--- src/rtl/tod_pkg.sv ---
package tod_pkg;
    parameter int BYTE_W = 8;
    parameter int DAY_W  = 15;
    parameter int ADDR_W = 4;
    parameter int NFIELD = 3;   // seconds, minutes, hours

    localparam int ADAY_W = 2 * BYTE_W;

    typedef enum logic [ADDR_W-1:0] {
        RA_SEC    = 4'd0,
        RA_MIN    = 4'd1,
        RA_HOUR   = 4'd2,
        RA_DAYLO  = 4'd3,
        RA_DAYHI  = 4'd4,
        RA_ALMIN  = 4'd5,
        RA_ALHOUR = 4'd6,
        RA_ALDLO  = 4'd7,
        RA_ALDHI  = 4'd8,
        RA_CTRL   = 4'd9
    } reg_addr_e;

    localparam int CB_BUSY = 7;
    localparam int CB_DEN  = 5;
    localparam int CB_HEN  = 4;
    localparam int CB_MEN  = 3;
    localparam int CB_FLAG = 2;
    localparam int CB_IE   = 1;
    localparam int CB_CEN  = 0;

    typedef struct packed {
        logic [BYTE_W-1:0] sec;
        logic [BYTE_W-1:0] min;
        logic [BYTE_W-1:0] hr;
        logic [DAY_W-1:0]  day;
        logic [BYTE_W-1:0] al_min;
        logic [BYTE_W-1:0] al_hr;
        logic [ADAY_W-1:0] al_day;
        logic              busy;
        logic              cal_en;
        logic              irq_en;
        logic              flag;
        logic              den;
        logic              hen;
        logic              men;
        logic              match_prev;
    } tod_state_t;
endpackage

--- src/rtl/tod_bcd_step.sv ---
module tod_bcd_step #(
    parameter int              W     = 8,
    parameter logic [W-1:0]    LIMIT = 8'h59
) (
    input  logic [W-1:0] cur,
    input  logic         inc,
    output logic [W-1:0] nxt,
    output logic         carry
);
    localparam int NW = W / 2;

    logic [NW-1:0] units;
    logic [NW-1:0] tens;

    assign units = cur[NW-1:0];
    assign tens  = cur[W-1:NW];
    assign carry = inc && (cur == LIMIT);

    always_comb begin
        nxt = cur;
        if (inc) begin
            if (cur == LIMIT) begin
                nxt = '0;
            end else if (units == NW'(9)) begin
                nxt = {tens + NW'(1), {NW{1'b0}}};
            end else begin
                nxt = {tens, units + NW'(1)};
            end
        end
    end
endmodule

--- src/rtl/tod_alarm_match.sv ---
module tod_alarm_match
    import tod_pkg::*;
(
    input  logic [BYTE_W-1:0] min,
    input  logic [BYTE_W-1:0] hr,
    input  logic [DAY_W-1:0]  day,
    input  logic [BYTE_W-1:0] al_min,
    input  logic [BYTE_W-1:0] al_hr,
    input  logic [ADAY_W-1:0] al_day,
    input  logic              men,
    input  logic              hen,
    input  logic              den,
    output logic              match
);
    logic min_ok;
    logic hr_ok;
    logic day_ok;

    assign min_ok = !men || (min == al_min);
    assign hr_ok  = !hen || (hr == al_hr);
    assign day_ok = !den || (ADAY_W'(day) == al_day);
    assign match  = (men || hen || den) && min_ok && hr_ok && day_ok;
endmodule

--- src/rtl/tod_day_counter.sv ---
module tod_day_counter
    import tod_pkg::*;
(
    input  logic              clk,
    input  logic              rst_n,
    input  logic              tick_sec,
    input  logic              reg_wr,
    input  logic [ADDR_W-1:0] reg_addr,
    input  logic [BYTE_W-1:0] reg_wdata,
    output logic [BYTE_W-1:0] reg_rdata,
    output logic              alarm_irq
);
    localparam int DHI_W = DAY_W - BYTE_W;

    tod_state_t s_d;
    tod_state_t s_q;

    logic [NFIELD-1:0][BYTE_W-1:0] fld_cur;
    logic [NFIELD-1:0][BYTE_W-1:0] fld_nxt;
    logic [NFIELD:0]               fld_cy;
    logic [DAY_W-1:0]              day_nxt;
    logic                          match;
    logic                          set_evt;

    assign fld_cur[0] = s_q.sec;
    assign fld_cur[1] = s_q.min;
    assign fld_cur[2] = s_q.hr;
    assign fld_cy[0]  = s_q.busy;

    for (genvar g = 0; g < NFIELD; g++) begin : g_chain
        tod_bcd_step #(
            .W     (BYTE_W),
            .LIMIT ((g == NFIELD - 1) ? BYTE_W'(8'h23) : BYTE_W'(8'h59))
        ) u_step (
            .cur   (fld_cur[g]),
            .inc   (fld_cy[g]),
            .nxt   (fld_nxt[g]),
            .carry (fld_cy[g+1])
        );
    end

    assign day_nxt = s_q.day + DAY_W'(fld_cy[NFIELD]);

    tod_alarm_match u_alarm (
        .min    (s_q.min),
        .hr     (s_q.hr),
        .day    (s_q.day),
        .al_min (s_q.al_min),
        .al_hr  (s_q.al_hr),
        .al_day (s_q.al_day),
        .men    (s_q.men),
        .hen    (s_q.hen),
        .den    (s_q.den),
        .match  (match)
    );

    assign set_evt = match && !s_q.match_prev;

    always_comb begin
        s_d            = s_q;
        s_d.busy       = tick_sec && s_q.cal_en;
        s_d.match_prev = match;
        s_d.sec        = fld_nxt[0];
        s_d.min        = fld_nxt[1];
        s_d.hr         = fld_nxt[2];
        s_d.day        = day_nxt;
        if (reg_wr) begin
            case (reg_addr)
                RA_SEC:    s_d.sec = reg_wdata;
                RA_MIN:    s_d.min = reg_wdata;
                RA_HOUR:   s_d.hr  = reg_wdata;
                RA_DAYLO:  s_d.day[BYTE_W-1:0] = reg_wdata;
                RA_DAYHI:  s_d.day[DAY_W-1:BYTE_W] = reg_wdata[DHI_W-1:0];
                RA_ALMIN:  s_d.al_min = reg_wdata;
                RA_ALHOUR: s_d.al_hr  = reg_wdata;
                RA_ALDLO:  s_d.al_day[BYTE_W-1:0] = reg_wdata;
                RA_ALDHI:  s_d.al_day[ADAY_W-1:BYTE_W] = reg_wdata;
                RA_CTRL: begin
                    s_d.den    = reg_wdata[CB_DEN];
                    s_d.hen    = reg_wdata[CB_HEN];
                    s_d.men    = reg_wdata[CB_MEN];
                    s_d.irq_en = reg_wdata[CB_IE];
                    s_d.cal_en = reg_wdata[CB_CEN];
                    if (reg_wdata[CB_FLAG]) begin
                        s_d.flag = 1'b0;
                    end
                end
                default: ;
            endcase
        end
        if (set_evt) begin
            s_d.flag = 1'b1;
        end
    end

    always_ff @(posedge clk or negedge rst_n) begin
        if (!rst_n) begin
            s_q <= '0;
        end else begin
            s_q <= s_d;
        end
    end

    always_comb begin
        reg_rdata = '0;
        case (reg_addr)
            RA_SEC:    reg_rdata = s_q.sec;
            RA_MIN:    reg_rdata = s_q.min;
            RA_HOUR:   reg_rdata = s_q.hr;
            RA_DAYLO:  reg_rdata = s_q.day[BYTE_W-1:0];
            RA_DAYHI:  reg_rdata = BYTE_W'(s_q.day[DAY_W-1:BYTE_W]);
            RA_ALMIN:  reg_rdata = s_q.al_min;
            RA_ALHOUR: reg_rdata = s_q.al_hr;
            RA_ALDLO:  reg_rdata = s_q.al_day[BYTE_W-1:0];
            RA_ALDHI:  reg_rdata = s_q.al_day[ADAY_W-1:BYTE_W];
            RA_CTRL: begin
                reg_rdata[CB_BUSY] = s_q.busy;
                reg_rdata[CB_DEN]  = s_q.den;
                reg_rdata[CB_HEN]  = s_q.hen;
                reg_rdata[CB_MEN]  = s_q.men;
                reg_rdata[CB_FLAG] = s_q.flag;
                reg_rdata[CB_IE]   = s_q.irq_en;
                reg_rdata[CB_CEN]  = s_q.cal_en;
            end
            default: ;
        endcase
    end

    assign alarm_irq = s_q.flag && s_q.irq_en;
endmodule

--- config.mk ---
export PLATFORM = sky130hd
export DESIGN_NAME = tod_day_counter
export DESIGN_NICKNAME = d
export VERILOG_FILES = /design/src/rtl/tod_pkg.sv /design/src/rtl/tod_bcd_step.sv /design/src/rtl/tod_alarm_match.sv /design/src/rtl/tod_day_counter.sv
export SDC_FILE = /design/constraint.sdc
export NUM_CORES = 1
export LEC_CHECK = 0
export ABC_AREA = 1
export BUFFER_PORTS_ARGS = -buffer_cell sky130_fd_sc_hd__buf_2
export CAP_MARGIN = 20
export CORE_MARGIN = 2
export CORE_UTILIZATION = 35
export DETAILED_ROUTE_END_ITERATION = 8
export GPL_ROUTABILITY_DRIVEN = 1
export PLACE_DENSITY = 0.6
export SETUP_SLACK_MARGIN = 0.2
export SKIP_LAST_GASP = 1
export SYNTH_ARGS = -nofsm -noshare
export SYNTH_HDL_FRONTEND = slang
export SYNTH_SLANG_ARGS = --single-unit
--- constraint.sdc ---
create_clock -name clk -period 2.6 [get_ports clk]
set_input_delay 0.26 -clock clk [delete_from_list [all_inputs] [get_ports clk]]
set_output_delay 0.26 -clock clk [all_outputs]
set_load 0.05 [all_outputs]
==> out/summary.log <==
[status] outcome finished, final reports clean
[detailed_routing] drt first pass iters 5
[sta] worst setup margin 0.306 ns
[cts] number of H-tree levels 3
[cells_and_area] relative area change from synthesis to final layout 19.1%
[sta] Max Freq 436 MHz
[detailed_routing] DRT iter0 DRCs 557
[global_routing] Total GRT Usage 0.226
[logic_synthesis] Synth Register Bits 79
[logic_synthesis] unique cell type count in the Yosys netlist 33
[worst_setup_path] nature of the critical path endpoint flip-flop
[placement] buffers added on ports 24
[power_and_ir_drop] Static Leak 2.99 nW
[sta] fraction of the cycle the final worst path needs 0.882
[logic_synthesis] count of synthesis-stage warnings from yosys 0
[power_and_ir_drop] switching pwr 1.77 mW
[detailed_routing] DRC Markers 0
[worst_setup_path] capture instance of the worst register-to-register path s_q[42]
[power_and_ir_drop] peak ir drop on the vdd network 0.409 mV
[global_routing] vias in the first global route 4668
[worst_setup_path] startpoint types flip-flop
[detailed_routing] antenna-violating nets left 0
[die] Die Span X 124 microns
[cells_and_area] post-layout utilization of the core 0.430
[worst_setup_path] Critical Setup Path Class reg2reg
[logic_synthesis] count of flip-flops with a built-in enable after synthesis 0
[global_routing] antenna violations before repair 0
[logic_synthesis] Syn Inst Count 713
[die] Floorplan Core Area 14000 sq um
[min_path] worst hold path cell count 3
[logic_synthesis] area leader, netlist sky130_fd_sc_hd__dfrtp_1
[power_and_ir_drop] part of the total power dissipated in sequential elements 0.396
[die] total die area 15400 sq um
[cells_and_area] Final nets 802
[job] number of maximum-capacitance violations 0
[sta] worst slew margin relative to its limit 0.536
[cts] number of CTS-inserted buffers 9
[detailed_routing] via count 4871
[sta] max-slew violation total from the final report 0
[logic_synthesis] most area-consuming cells after synthesis sky130_fd_sc_hd__dfrtp_1 39%, sky130_fd_sc_hd__nand2_1 15%, sky130_fd_sc_hd__inv_1 8.0%, sky130_fd_sc_hd__o21ai_0 7.8%, sky130_fd_sc_hd__nand3_1 4.3%
[placement] DP HPWL 12300 microns
[min_path] Hold/Removal Path Class in2reg
[min_path] worst hold endpoint fld_cy[0]
[detailed_routing] final routed wirelength across all metal layers 16500 microns
[global_routing] first-pass GRT wire length 25600 microns
[worst_setup_path] setup slack of the most critical reg-to-reg path 0.31 ns
[worst_setup_path] CP Max Fanout 2
[cts] clock tree from TritonCTS built
[detailed_routing] WL per Instance 17.2 microns
[cts] clock sinks 79
[cts] Reg clk slew, reported paths 0.07 ns
[logic_synthesis] netlist area before placement 5050 sq um
[cts] Worst-Skew Late Latency 0.36 ns
[placement] pre-CTS worst setup slack 0.0149 ns
[die] Die Height 124 microns
[detailed_routing] Via-to-Cell Ratio 5.09
[min_path] startpoint of the most critical hold path tick_sec
[power_and_ir_drop] ratio of total power to cell area 770 nW/um^2
[cts] library cell used as clock root buffer sky130_fd_sc_hd__clkbuf_16
[sta] clock tree skew after final layout 0.0111 ns
[die] I/O pins 25
[power_and_ir_drop] cell internal pwr 2.86 mW
[worst_setup_path] required time of the critical path 2.88 ns
[logic_synthesis] average footprint of a synthesized cell 7.08 sq um
[logic_synthesis] Synth top area share 0.392
[sta] Sum Neg Setup Slack 0 ns
[global_routing] maximum number of pins on one net before global-route repair 50
[worst_setup_path] launch instance of the worst register-to-register path fld_cur[1]
[die] initial standard-cell utilization of the core 0.361
[cts] maximum number of buffers from clock root to sink 2
[sta] slew at the pin closest to its max-slew limit 0.696 ns
[sta] Final min period 2.29 ns
[sta] count of final hold-check violations 0
[logic_synthesis] most frequently used flop master after synthesis sky130_fd_sc_hd__dfrtp_1
[die] Rows 43
[logic_synthesis] Synth Net Count 743
[sta] setup repair after global routing missed its margin true
[logic_synthesis] register area share after synthesis 0.392
[worst_setup_path] CP arrival 2.58 ns
[sta] final setup vio count 0
[power_and_ir_drop] clock group share of total power 0.279
[logic_synthesis] proportion of synthesized flip-flops having asynchronous set or reset 1.00
[cells_and_area] layout cell share with drive strength beyond 1 0.162
[cells_and_area] antenna cell count 0
[power_and_ir_drop] net switching share of the total power 0.383
[placement] RePlAce Congestion 0.980
[worst_setup_path] worst-case reg-to-reg path depth 18
[global_routing] grt ovf 0
[power_and_ir_drop] Comb power frac 0.325
stage by stage:
stage	power (mW)	std cells	instance area, sq um	hold slack [ns]
global route	4.93	957	6010	0.0980
global placement	3.18	923	5460	0.344
floorplan	2.70	713	5050	-0.0356
detailed placement	3.20	923	5460	0.343
CTS	4.56	950	5900	0.0970
finish	4.63	957	6010	0.0995
worst max-delay path by stage:
| stage | end | depth (start not counted) | from | slack [ns] |
|---|---|---|---|---|
| 6_report | s_q[42] | 18 | fld_cur[1] | 0.31 |
| 3_3_place_gp | s_q[48] | 18 | fld_cur[1] | 0.11 |
| 3_5_place_dp | s_q[48] | 18 | fld_cur[1] | 0.01 |
| 4_1_cts | s_q[51] | 18 | fld_cur[1] | 0.20 |
| 2_1_floorplan | s_q[51] | 18 | fld_cur[1] | 0.24 |
| 5_1_grt | s_q[51] | 15 | fld_cur[20] | 0.16 |
cell usage after synthesis, types with 4 or more instances:
cell,n
sky130_fd_sc_hd__nand2_1,200
sky130_fd_sc_hd__inv_1,107
sky130_fd_sc_hd__dfrtp_1,79
sky130_fd_sc_hd__o21ai_0,79
sky130_fd_sc_hd__nor2_1,53
sky130_fd_sc_hd__nand3_1,43
sky130_fd_sc_hd__o22ai_1,25
sky130_fd_sc_hd__a21oi_1,16
sky130_fd_sc_hd__ha_1,14
sky130_fd_sc_hd__nand4_1,13
sky130_fd_sc_hd__xnor2_1,11
sky130_fd_sc_hd__nand2_2,9
sky130_fd_sc_hd__xor2_1,9
sky130_fd_sc_hd__nor2_2,6
sky130_fd_sc_hd__nor2_4,6
sky130_fd_sc_hd__o21ai_1,6
sky130_fd_sc_hd__buf_2,5
sky130_fd_sc_hd__nor3_1,5
sky130_fd_sc_hd__o2111ai_1,5
sky130_fd_sc_hd__inv_2,4
metal layers:
| layer | track usage | vias to the layer above | wire length [microns] |
|---|---|---|---|
| li1 | - | 2428 | - |
| met2 | 0.351 | 137 | 7410 |
| met3 | 0.0572 | 27 | 1150 |
| met4 | 0.0695 | 0 | 386 |
| met1 | 0.310 | 2279 | 7500 |
| met5 | 0 | - | 0 |
power by group through the flow:
stage,registers [mW],logic [mW],clock network (mW)
2_1_floorplan,1.75,0.952,0
3_3_place_gp,1.82,1.36,0
3_5_place_dp,1.82,1.37,0
4_1_cts,1.82,1.43,1.31
5_1_grt,1.87,1.70,1.36
6_report,1.83,1.50,1.29
repair_timing:
| item | CTS | global route |
|---|---|---|
| endpoints found under the hold margin | 46 | 0 |
| resized for setup | 16 | 24 |
| endpoints found under the setup margin | 9 | 11 |
| pin swaps | 8 | 11 |
| hold buffers | 1 | 0 |
| setup buffers | 10 | 7 |
flip-flops by register name (all words and copies together) (netlist names):
name     flops
fld_cur     24
fld_cy       1
s_q         54
kinds of logic after synthesis:
family / share of synthesized area
and+or+nand+nor: 0.292
AOI/OAI and AO/OA: 0.151
buffers and inverters: 0.0955
DFF: 0.392
xor gates and xnor gates: 0.0347
adders and majority gates: 0.0347
layout by cell type (no fill, tap or decap), types with 10 or more instances in the layout:
cell                      count
sky130_fd_sc_hd__inv_2       11
sky130_fd_sc_hd__nand3_1     37
sky130_fd_sc_hd__nand2_1    197
sky130_fd_sc_hd__a21oi_1     16
sky130_fd_sc_hd__dfrtp_1     78
sky130_fd_sc_hd__xnor2_1     11
sky130_fd_sc_hd__ha_1        11
sky130_fd_sc_hd__nor2_1      49
sky130_fd_sc_hd__o22ai_1     25
sky130_fd_sc_hd__buf_2       23
sky130_fd_sc_hd__buf_4       34
sky130_fd_sc_hd__o21ai_1     10
sky130_fd_sc_hd__o21ai_0     75
sky130_fd_sc_hd__nand4_1     13
sky130_fd_sc_hd__inv_1       99
sky130_fd_sc_hd__nand2_2     11
critical path, stage by stage (launching register included):
cell and delay, ns:
sky130_fd_sc_hd__dfrtp_1 0.39, sky130_fd_sc_hd__inv_2 0.08, sky130_fd_sc_hd__ha_4 0.14, sky130_fd_sc_hd__nand3_4 0.09, sky130_fd_sc_hd__nor2_4 0.13, sky130_fd_sc_hd__nand2_4 0.07
sky130_fd_sc_hd__nor2_4 0.09, sky130_fd_sc_hd__nand3b_1 0.12, sky130_fd_sc_hd__inv_2 0.11, sky130_fd_sc_hd__ha_4 0.14, sky130_fd_sc_hd__nand2_4 0.06, sky130_fd_sc_hd__buf_6 0.12
sky130_fd_sc_hd__buf_4 0.12, sky130_fd_sc_hd__buf_4 0.12, sky130_fd_sc_hd__buf_4 0.11, sky130_fd_sc_hd__buf_4 0.12, sky130_fd_sc_hd__nand2_2 0.04, sky130_fd_sc_hd__nand3_1 0.07
sky130_fd_sc_hd__o21ai_1 0.09
area by class of cell:
type                    instances  area (sq um)
fillers                      1463          7980
multi-input cells             512          2710
flip-flops and latches         79          1980
inverters                     111           419
repair buffers                 59           392
clock buffers                  12           246
well taps                     180           225
clock inverters                 4          45.0
(Power assumes the default switching activity.)
